==> config.mk <==
export PLATFORM = sky130hd
export DESIGN_NAME = cube_addr_gen
export DESIGN_NICKNAME = d
export VERILOG_FILES = /design/src/rtl/cag_pkg.sv /design/src/rtl/cag_level_ctr.sv /design/src/rtl/cag_side_track.sv /design/src/rtl/cag_desc_check.sv /design/src/rtl/cube_addr_gen.sv
export SDC_FILE = /design/constraint.sdc
export NUM_CORES = 1
export LEC_CHECK = 0
export BUFFER_PORTS_ARGS = -buffer_cell sky130_fd_sc_hd__buf_2
export CORE_ASPECT_RATIO = 0.7
export CORE_MARGIN = 1.5
export CORE_UTILIZATION = 35
export CTS_CLUSTER_SIZE = 28
export DETAILED_ROUTE_END_ITERATION = 16
export PLACE_DENSITY_LB_ADDON = 0.08
export SLEW_MARGIN = 10
export SYNTH_ARGS = -nofsm -noshare
export SYNTH_HDL_FRONTEND = slang
export SYNTH_HIERARCHICAL = 1
export SYNTH_SLANG_ARGS = --single-unit
==> constraint.sdc <==
create_clock -name clk -period 8.28 [get_ports clk]
set_input_delay 0.414 -clock clk [delete_from_list [all_inputs] [get_ports clk]]
set_output_delay 0.414 -clock clk [all_outputs]
set_load 0.02 [all_outputs]
==> src/rtl/cag_pkg.sv <==
package cag_pkg;
  localparam int BEAT_BYTES = 32;
  localparam int BEAT_LG    = 5;

  typedef enum logic {ST_IDLE = 1'b0, ST_RUN = 1'b1} cag_state_e;

  // Low-bit test for 32-byte alignment on a 32-bit value.
  function automatic logic low_clear(input logic [BEAT_LG-1:0] low);
    return low == '0;
  endfunction
endpackage

==> src/rtl/cag_level_ctr.sv <==
module cag_level_ctr #(
  parameter int W = 8
) (
  input  logic         clk,
  input  logic         rst_n,
  input  logic         clear,
  input  logic         step,
  input  logic [W-1:0] limit,
  output logic         at_end
);
  logic [W-1:0] count;

  assign at_end = (count == limit);

  always_ff @(posedge clk or negedge rst_n) begin
    if (!rst_n)      count <= '0;
    else if (clear)  count <= '0;
    else if (step)   count <= at_end ? '0 : count + W'(1);
  end
endmodule

==> src/rtl/cag_side_track.sv <==
module cag_side_track #(
  parameter int ADDR_W = 32
) (
  input  logic              clk,
  input  logic              rst_n,
  input  logic              load,
  input  logic [ADDR_W-1:0] base,
  input  logic [ADDR_W-1:0] line_pitch,
  input  logic [ADDR_W-1:0] surf_pitch,
  input  logic              advance,
  input  logic              line_done,
  input  logic              surf_done,
  output logic [ADDR_W-1:0] addr
);
  import cag_pkg::*;

  logic [ADDR_W-1:0] cur_q, line_q, surf_q;
  logic [ADDR_W-1:0] cur_d, line_d, surf_d;

  always_comb begin
    cur_d  = cur_q;
    line_d = line_q;
    surf_d = surf_q;
    if (load) begin
      cur_d  = base;
      line_d = base;
      surf_d = base;
    end else if (advance) begin
      if (!line_done) begin
        cur_d = cur_q + ADDR_W'(BEAT_BYTES);
      end else if (!surf_done) begin
        line_d = line_q + line_pitch;
        cur_d  = line_d;
      end else begin
        surf_d = surf_q + surf_pitch;
        line_d = surf_d;
        cur_d  = surf_d;
      end
    end
  end

  always_ff @(posedge clk or negedge rst_n) begin
    if (!rst_n) begin
      cur_q  <= '0;
      line_q <= '0;
      surf_q <= '0;
    end else begin
      cur_q  <= cur_d;
      line_q <= line_d;
      surf_q <= surf_d;
    end
  end

  assign addr = cur_q;
endmodule

==> src/rtl/cag_desc_check.sv <==
module cag_desc_check #(
  parameter int ADDR_W = 32,
  parameter int SURF_W = 8
) (
  input  logic [5:0][ADDR_W-1:0] words,
  input  logic [SURF_W-1:0]      surfaces,
  output logic                   desc_ok
);
  import cag_pkg::*;

  logic [5:0] word_ok;

  for (genvar i = 0; i < 6; i++) begin : g_word
    assign word_ok[i] = low_clear(words[i][BEAT_LG-1:0]);
  end

  assign desc_ok = (&word_ok) && (surfaces != '0);
endmodule

==> src/rtl/cube_addr_gen.sv <==
module cube_addr_gen #(
  parameter int ADDR_W = 32,
  parameter int LEN_W  = 8,
  parameter int REP_W  = 8,
  parameter int SURF_W = 8
) (
  input  logic              clk,
  input  logic              rst_n,
  input  logic              start,
  input  logic [ADDR_W-1:0] src_base,
  input  logic [ADDR_W-1:0] dst_base,
  input  logic [LEN_W-1:0]  line_beats_m1,
  input  logic [REP_W-1:0]  lines_m1,
  input  logic [SURF_W-1:0] surfaces,
  input  logic [ADDR_W-1:0] src_line_pitch,
  input  logic [ADDR_W-1:0] dst_line_pitch,
  input  logic [ADDR_W-1:0] src_surf_pitch,
  input  logic [ADDR_W-1:0] dst_surf_pitch,
  input  logic              beat_ready,
  output logic              beat_valid,
  output logic [ADDR_W-1:0] beat_src_addr,
  output logic [ADDR_W-1:0] beat_dst_addr,
  output logic              beat_last,
  output logic              done,
  output logic              busy,
  output logic              cfg_err
);
  import cag_pkg::*;

  localparam int SIDES = 2;

  cag_state_e state_q;
  logic       err_q;
  logic       desc_ok, accept, launch, fire;
  logic       beat_end, line_end, surf_end;
  logic       step_in_line;

  logic [LEN_W-1:0]  len_q;
  logic [REP_W-1:0]  rep_q;
  logic [SURF_W-1:0] surf_lim_q;
  logic [SIDES-1:0][ADDR_W-1:0] lp_q, sp_q;
  logic [SIDES-1:0][ADDR_W-1:0] base_in, lp_in, sp_in, addr_out;

  assign base_in = {dst_base, src_base};
  assign lp_in   = {dst_line_pitch, src_line_pitch};
  assign sp_in   = {dst_surf_pitch, src_surf_pitch};

  cag_desc_check #(.ADDR_W(ADDR_W), .SURF_W(SURF_W)) u_check (
    .words    ({dst_surf_pitch, src_surf_pitch, dst_line_pitch,
                src_line_pitch, dst_base, src_base}),
    .surfaces (surfaces),
    .desc_ok  (desc_ok)
  );

  assign accept       = start && (state_q == ST_IDLE);
  assign launch       = accept && desc_ok;
  assign beat_valid   = (state_q == ST_RUN);
  assign fire         = beat_valid && beat_ready;
  assign step_in_line = fire && !beat_end;
  assign beat_last    = beat_valid && beat_end && line_end && surf_end;
  assign done         = fire && beat_last;
  assign busy         = beat_valid;
  assign cfg_err      = err_q;

  always_ff @(posedge clk or negedge rst_n) begin
    if (!rst_n) begin
      state_q    <= ST_IDLE;
      err_q      <= 1'b0;
      len_q      <= '0;
      rep_q      <= '0;
      surf_lim_q <= '0;
      lp_q       <= '0;
      sp_q       <= '0;
    end else begin
      err_q <= accept && !desc_ok;
      if (launch) begin
        state_q    <= ST_RUN;
        len_q      <= line_beats_m1;
        rep_q      <= lines_m1;
        surf_lim_q <= surfaces - SURF_W'(1);
        lp_q       <= lp_in;
        sp_q       <= sp_in;
      end else if (done) begin
        state_q <= ST_IDLE;
      end
    end
  end

  cag_level_ctr #(.W(LEN_W)) u_beat_ctr (
    .clk (clk), .rst_n (rst_n), .clear (launch),
    .step (fire), .limit (len_q), .at_end (beat_end)
  );

  cag_level_ctr #(.W(REP_W)) u_line_ctr (
    .clk (clk), .rst_n (rst_n), .clear (launch),
    .step (fire && beat_end), .limit (rep_q), .at_end (line_end)
  );

  cag_level_ctr #(.W(SURF_W)) u_surf_ctr (
    .clk (clk), .rst_n (rst_n), .clear (launch),
    .step (fire && beat_end && line_end), .limit (surf_lim_q), .at_end (surf_end)
  );

  for (genvar s = 0; s < SIDES; s++) begin : g_side
    cag_side_track #(.ADDR_W(ADDR_W)) u_track (
      .clk        (clk),
      .rst_n      (rst_n),
      .load       (launch),
      .base       (base_in[s]),
      .line_pitch (lp_q[s]),
      .surf_pitch (sp_q[s]),
      .advance    (fire),
      .line_done  (beat_end),
      .surf_done  (line_end),
      .addr       (addr_out[s])
    );
  end

  assign beat_src_addr = addr_out[0];
  assign beat_dst_addr = addr_out[1];
endmodule

==> results of run 1 <==
## flip-flops by register name (all words and copies together), names as in the netlist
register               flops
beat_valid                 1
cfg_err                    1
g_side.u_track/addr       64
g_side.u_track/line_q     64
g_side.u_track/surf_q     64
len_q                      8
lp_q                      64
rep_q                      8
sp_q                      64
surf_lim_q                 8
u_beat_ctr/count           8
u_line_ctr/count           8
u_surf_ctr/count           8
## worst max-delay path by stage
stage | endpoint | depth (start not counted) | start | slack, ns
2_1_floorplan | g_side[0].u_track/addr[8] | 17 | dst_surf_pitch[3] | 4.69
3_3_place_gp | g_side[0].u_track/addr[17] | 15 | src_line_pitch[1] | 2.57
3_5_place_dp | g_side[0].u_track/addr[8] | 14 | dst_base[2] | 3.04
4_1_cts | g_side[0].u_track/addr[8] | 14 | dst_base[2] | 3.67
5_1_grt | g_side[0].u_track/addr[8] | 14 | dst_base[2] | 3.25
6_report | g_side[0].u_track/addr[8] | 14 | dst_base[2] | 3.46
## placed cells by master, fill, tap and decap left out, types with 65 or more instances in the layout
cell type / count
dfrtp_1: 370
o21ai_0: 217
nor2_1: 206
a21oi_1: 209
buf_2: 287
nand2_1: 732
nand3_1: 65
dlygate4sd3_1: 88
ha_1: 130
xnor2_1: 104
## cell families after synthesis
kind of cell    Yosys count  share of synthesized area [%]
simple gates           1224                           22.0
compound gates          828                           22.2
flops                   370                           38.2
buf+inv                 191                           3.16
xor+xnor                155                           5.60
fa+ha+maj               134                           7.04
mux                      41                           1.74
## repair_timing
item / CTS / global route
endpoints found under the setup margin: 0 / 0
resized for setup: 0 / 0
endpoints found under the hold margin: 151 / 0
hold buffers: 88 / 0
## area by class of cell
| type | instances | area [µm²] | share of cell area [%] |
|---|---|---|---|
| Antenna cell | 6 | 15.0 | 0.0522 |
| Clock inverter | 17 | 184 | 0.639 |
| Inverter | 58 | 225 | 0.783 |
| Tap cell | 902 | 1130 | 3.92 |
| Sequential cell | 370 | 9260 | 32.2 |
| Timing Repair Buffer | 398 | 2520 | 8.77 |
| Clock buffer | 59 | 1190 | 4.15 |
| Multi-Input combinational cell | 2382 | 14200 | 49.5 |
## where the power goes
part | total, mW | internal (mW) | switching [mW] | leakage (nW)
registers | 2.28 | 1.99 | 0.294 | 5.01
logic | 1.78 | 0.588 | 1.19 | 8.43
clock network | 1.95 | 1.10 | 0.847 | 0.680
total | 6.01 | 3.68 | 2.33 | 14.1
## layer usage
metal / wire length [µm] / vias to the layer above
li1: - / 11100
met4: 1770 / 2
met2: 36700 / 998
met3: 10200 / 102
met5: 13 / -
met1: 54000 / 11700
## metrics by stage
stage | instances | util (%)
2_1_floorplan | 2943 | -
3_3_place_gp | 4021 | 38.8
3_5_place_dp | 4022 | 38.8
4_1_cts | 4186 | 42.1
5_1_grt | 4188 | 42.1
6_report | 4192 | 42.1
## critical path, delay by kind of cell
kind	cells	cell delay, ns
buf+inv	3	0.93
simple gates	7	2.91
compound gates	4	0.92
==> flow_metrics.tcl, run 1 <==
set metrics [dict create \
    min_from "src_line_pitch[7]" \
    slew_headroom_pct 23.2 \
    yosysTopAreaCellShare_pct 38.2 \
    dpl_worst_slack_ns 3.04 \
    ant_nets 0 \
    layout-drive-gt1-share_pct 13.7 \
    clock-sinks 370 \
    wl_um 103000 \
    power_density_mw_per_mm2 209 \
    grtUsageMet1_pct 47.6 \
    die_area_mm2 0.0708 \
    crit_chain "buf_2, nor4_1, nand4_1, a211oi_1, nand3b_1, inv_8, nor2_1, nor2_1, nand2_1, buf_4, nor2_1, a22oi_1, a21boi_0, o311ai_0" \
    start_util_pct 35.5 \
    nFillCells 6974 \
    io_pins 289 \
    setup_tns_ns 0 \
    r2r_start "u_beat_ctr/count[6]" \
    setup_viol 0 \
    row_count 80 \
    fin_area_mm2 0.0288 \
    min_period_ns 4.82 \
    crit_top_cell "nor2_1" \
    grt_overflow_total 0 \
    period_share_pct 58.2 \
    grt_pass1_vias 22200 \
    ys_seq_area_share_pct 38.2 \
    worstPathRequired_ns 8.75 \
    rrSetupSlack_ns 3.81 \
    hold_path_depth 3 \
    cp_slowest_cell "nor4_1" \
    num_vias 23900 \
    drtPass1Iterations 6 \
    portBuffers 288 \
    yosysTopAreaCell "dfrtp_1" \
    gp_congestion 0.953 \
    finClkSkew_ns 0.0321 \
    cp-end-kind "flop" \
    p_leak_nw 14.1 \
    grt_pass1_wl_um 150000 \
    cts_buffers 42 \
    drv_slew 0 \
    worst_slew_pin_slew_ns 1.14 \
    drc_errors 0 \
    synth_enable_flop_cells 0 \
    syn_area_mm2 0.0242 \
    ys_ff_latch 370 \
    synthTopCellsByArea "dfrtp_1 (38%), nand2_1 (11%), ha_1 (6.7%), o21ai_0 (4.5%), a21oi_1 (4.3%)" \
    crit_arrival_ns 5.29 \
    clock.fmax_mhz 208 \
    fp.dieH_um 223 \
    rsz0062_at_grt "false" \
    async_flop_share_pct 100 \
    nNetsFinal 3606 \
    netlist_instances 2943 \
    grt_util_met2_pct 35.0 \
    avgSynthCellArea_um2 8.23 \
    grt_max_degree 173 \
    synth_warnings 6 \
    p_total_mw 6.01 \
    netlist_top_cells_count "nand2_1 (732), dfrtp_1 (370), o21ai_0 (217)" \
    core-area_mm2 0.0683 \
    syn_nets 3297 \
    viasPerCell 5.70 \
    min_to "lp_q[7]" \
    cts_setup_buffers 0 \
    antenna_found_initial 8 \
    hold_violations 0 \
    crit_path_max_fanout 124 \
    path_clk_slew_ns 0.06 \
    hold_ws_ns 0.0292 \
    drt_iter0_markers 2597 \
    reg2reg_depth 8 \
    synthFlopType "dfrtp_1" \
    wl_per_cell_um 24.5 \
    status "completed" \
    crit_path_max_incr_delay_ns 0.97 \
    crit-reg2reg-capture "g_side[1].u_track/addr[25]" \
    clockRootBuffer "clkbuf_16" \
    dpl.hpwl_um 78100 \
    synth_cell_types 94 \
    clk_latency_ns 0.61 \
    setup_slack_ns 3.46 \
    gr-usage-all-layers_pct 28.4 \
    synth_most_common_cell "nand2_1" \
    hold_path.class "in -> reg" \
    path_class "in -> reg" \
    cts_tree "yes" \
    grt.busiest_layer "met1" \
    irDropWorstVdd_v 0.000135 \
    htreeDepth 2 \
    drv_cap 0 \
    die_width_um 317 \
    startpoint_type "primary input" \
    grt_use_met3_pct 6.90 \
    dpl_cell_area_mm2 0.0265 \
    area_delta_synth_final_pct 18.7 \
    clock_tree.buffer_depth 3 \
]
Note: power is estimated with default switching activity, not from simulation.
==> run 2: changes to the inputs <==
==> constraint.sdc (replaced) <==
create_clock -name clk -period 4.5 [get_ports clk]
set_input_delay 0.225 -clock clk [delete_from_list [all_inputs] [get_ports clk]]
set_output_delay 0.225 -clock clk [all_outputs]
set_load 0.02 [all_outputs]
==> flow_metrics.tcl, run 2 (same netlist as run 1, synthesis figures left out) <==
set metrics [dict create \
    crit_path_max_fanout 26 \
    switchingPower_mw 4.29 \
    power_density_mw_per_mm2 382 \
    ant_nets 0 \
    worstPathRequired_ns 5.01 \
    drv_slew 0 \
    crit_path_max_incr_delay_ns 1.11 \
    io_pins 289 \
    fp.dieH_um 223 \
    cp_slowest_cell "nor4_1" \
    setup_slack_ns 0.241 \
    gp_congestion 0.961 \
    num_vias 24100 \
    die_width_um 317 \
    wl_per_cell_um 23.6 \
    hold_path.class "in -> reg" \
    path_class "reg -> reg" \
    path_clk_slew_ns 0.07 \
    swShare_pct 37.2 \
    grt_overflow_total 0 \
    grt_pass1_vias 22700 \
    setup_viol 0 \
    setup_tns_ns 0 \
    final_cell_mix "nand2_1 (732), dfrtp_1 (370), buf_2 (287), o21ai_0 (217), a21oi_1 (209)" \
    antenna_found_initial 5 \
    rsz0062_at_grt "false" \
    hold_path_depth 4 \
    drc_errors 0 \
    irDropWorstVdd_v 0.000257 \
    slew_headroom_pct 13.5 \
    clock-sinks 370 \
    grt_pass1_wl_um 150000 \
    crit_chain "nand2_1, inv_2, nand2_1, nor2_1, nand2_1, nor4_1, a221oi_1, o211ai_1" \
    dpl.hpwl_um 78100 \
    wl_um 102000 \
    cts_buffers 44 \
    grt_max_degree 99 \
    dp.cells 4041 \
    layout-drive-gt1-share_pct 13.9 \
    power.share.clock_pct 34.7 \
    path_depth 8 \
    p_leak_nw 14.8 \
    clk_latency_ns 0.60 \
    critical_path.top_delay_family "simple AND/OR/NAND/NOR gates" \
    min_period_ns 4.26 \
    hold_violations 0 \
    cp-end-kind "flop" \
    stdcell_count 4321 \
    dpl_worst_slack_ns 0.335 \
    startpoint_type "flop" \
    final_common_cell "nand2_1" \
    clock.fmax_mhz 235 \
    crit_top_cell "nand2_1" \
    drt_iter0_markers 2494 \
    gr-usage-all-layers_pct 28.2 \
    start_util_pct 35.5 \
    clock_tree.buffer_depth 3 \
    nNetsFinal 3738 \
    reg2reg_depth 8 \
    area_delta_synth_final_pct 24.6 \
    core-area_mm2 0.0683 \
    hold_ws_ns 0.0447 \
    portBuffers 288 \
    clockRootBuffer "clkbuf_16" \
    finClkSkew_ns 0.0158 \
    p_int_mw 7.24 \
    cts_tree "yes" \
    row_count 80 \
    rrSetupSlack_ns 0.24 \
    dpl_cell_area_mm2 0.0266 \
    p_seq_share_pct 36.1 \
    period_share_pct 94.6 \
    die_area_mm2 0.0708 \
    fin_area_mm2 0.0302 \
    status "completed" \
    worst_slew_pin_slew_ns 1.29 \
    htreeDepth 2 \
    drv_cap 0 \
    viasPerCell 5.58 \
    comb_power_share_pct 29.3 \
    crit_arrival_ns 4.77 \
    drtPass1Iterations 6 \
    crit_buf_inv 1 \
]
-- run 2: cell types whose count changed in the layout (fill, tap and decap cells not counted), moves of 2 or more --
| cell | delta |
|---|---|
| clkbuf_16 | +3 |
| diode_2 | -3 |
| clkinv_2 | -2 |
| buf_4 | +19 |
| dlygate4sd3_1 | +111 |
| inv_6 | +2 |
| bufinv_16 | +5 |
| clkbuf_1 | -4 |
-- run 2: worst reg2reg max path, delay by kind of cell (launching register included) --
family | cells | cell delay, ns
compound gates | 2 | 0.35
buf+inv | 1 | 0.46
flops | 1 | 0.57
simple gates | 5 | 2.79
-- run 2: routing by layer --
metal | vias to the layer above | routed length, µm | share of wire, % | GRT usage [%]
li1 | 11300 | - | - | -
met1 | 11700 | 52500 | 52 | 45.7
met2 | 992 | 36400 | 36 | 35.1
met3 | 103 | 11200 | 11 | 9.03
met4 | 4 | 1710 | 1.7 | 5.51
met5 | - | 24 | 0.024 | 0
-- run 2: what timing repair did --
action                    in CTS  in global routing
buffers inserted               0                  0
hold endpoints to repair     332                  0
resized for setup              0                  0
hold buffers                 199                  0
-- run 2: path summary, 6_finish.rpt --
| check | startpoint | end |
|---|---|---|
| max in group asynchronous | rst_n | u_surf_ctr/count[1] |
| worst min-delay path | surfaces[1] | surf_lim_q[1] |
| worst min register to register | g_side[1].u_track/addr[3] | g_side[1].u_track/addr[3] |
| worst max register to register | beat_valid | g_side[0].u_track/addr[9] |
| min in group asynchronous | rst_n | rep_q[1] |
| worst max-delay path | beat_valid | g_side[0].u_track/addr[9] |
-- run 2: power groups by stage --
stage / Sequential (mW) / Clock (mW) / Combinational [mW]
finish: 4.16 / 3.99 / 3.37
global route: 4.19 / 4.23 / 3.62
CTS: 4.14 / 4.09 / 3.31
detailed placement: 4.19 / 0 / 3.16
global placement: 4.20 / 0 / 3.15
floorplan: 4.17 / 0 / 1.77
-- run 2: area by class of cell --
type | instances | area (µm²)
fill | 6819 | 38100
multi-input combinational | 2382 | 14200
sequential | 370 | 9260
timing repair buffer | 528 | 3780
clock buffer | 57 | 1240
tap | 902 | 1130
clock inverter | 21 | 327
inverter | 58 | 225
antenna | 3 | 7.51
-- run 2: metrics by stage --
step	total power, mW	util [%]
2_1_floorplan	5.94	-
4_1_cts	11.5	44.2
3_3_place_gp	7.35	39.0
5_1_grt	12.0	44.2
6_report	11.5	44.2
3_5_place_dp	7.35	39.0
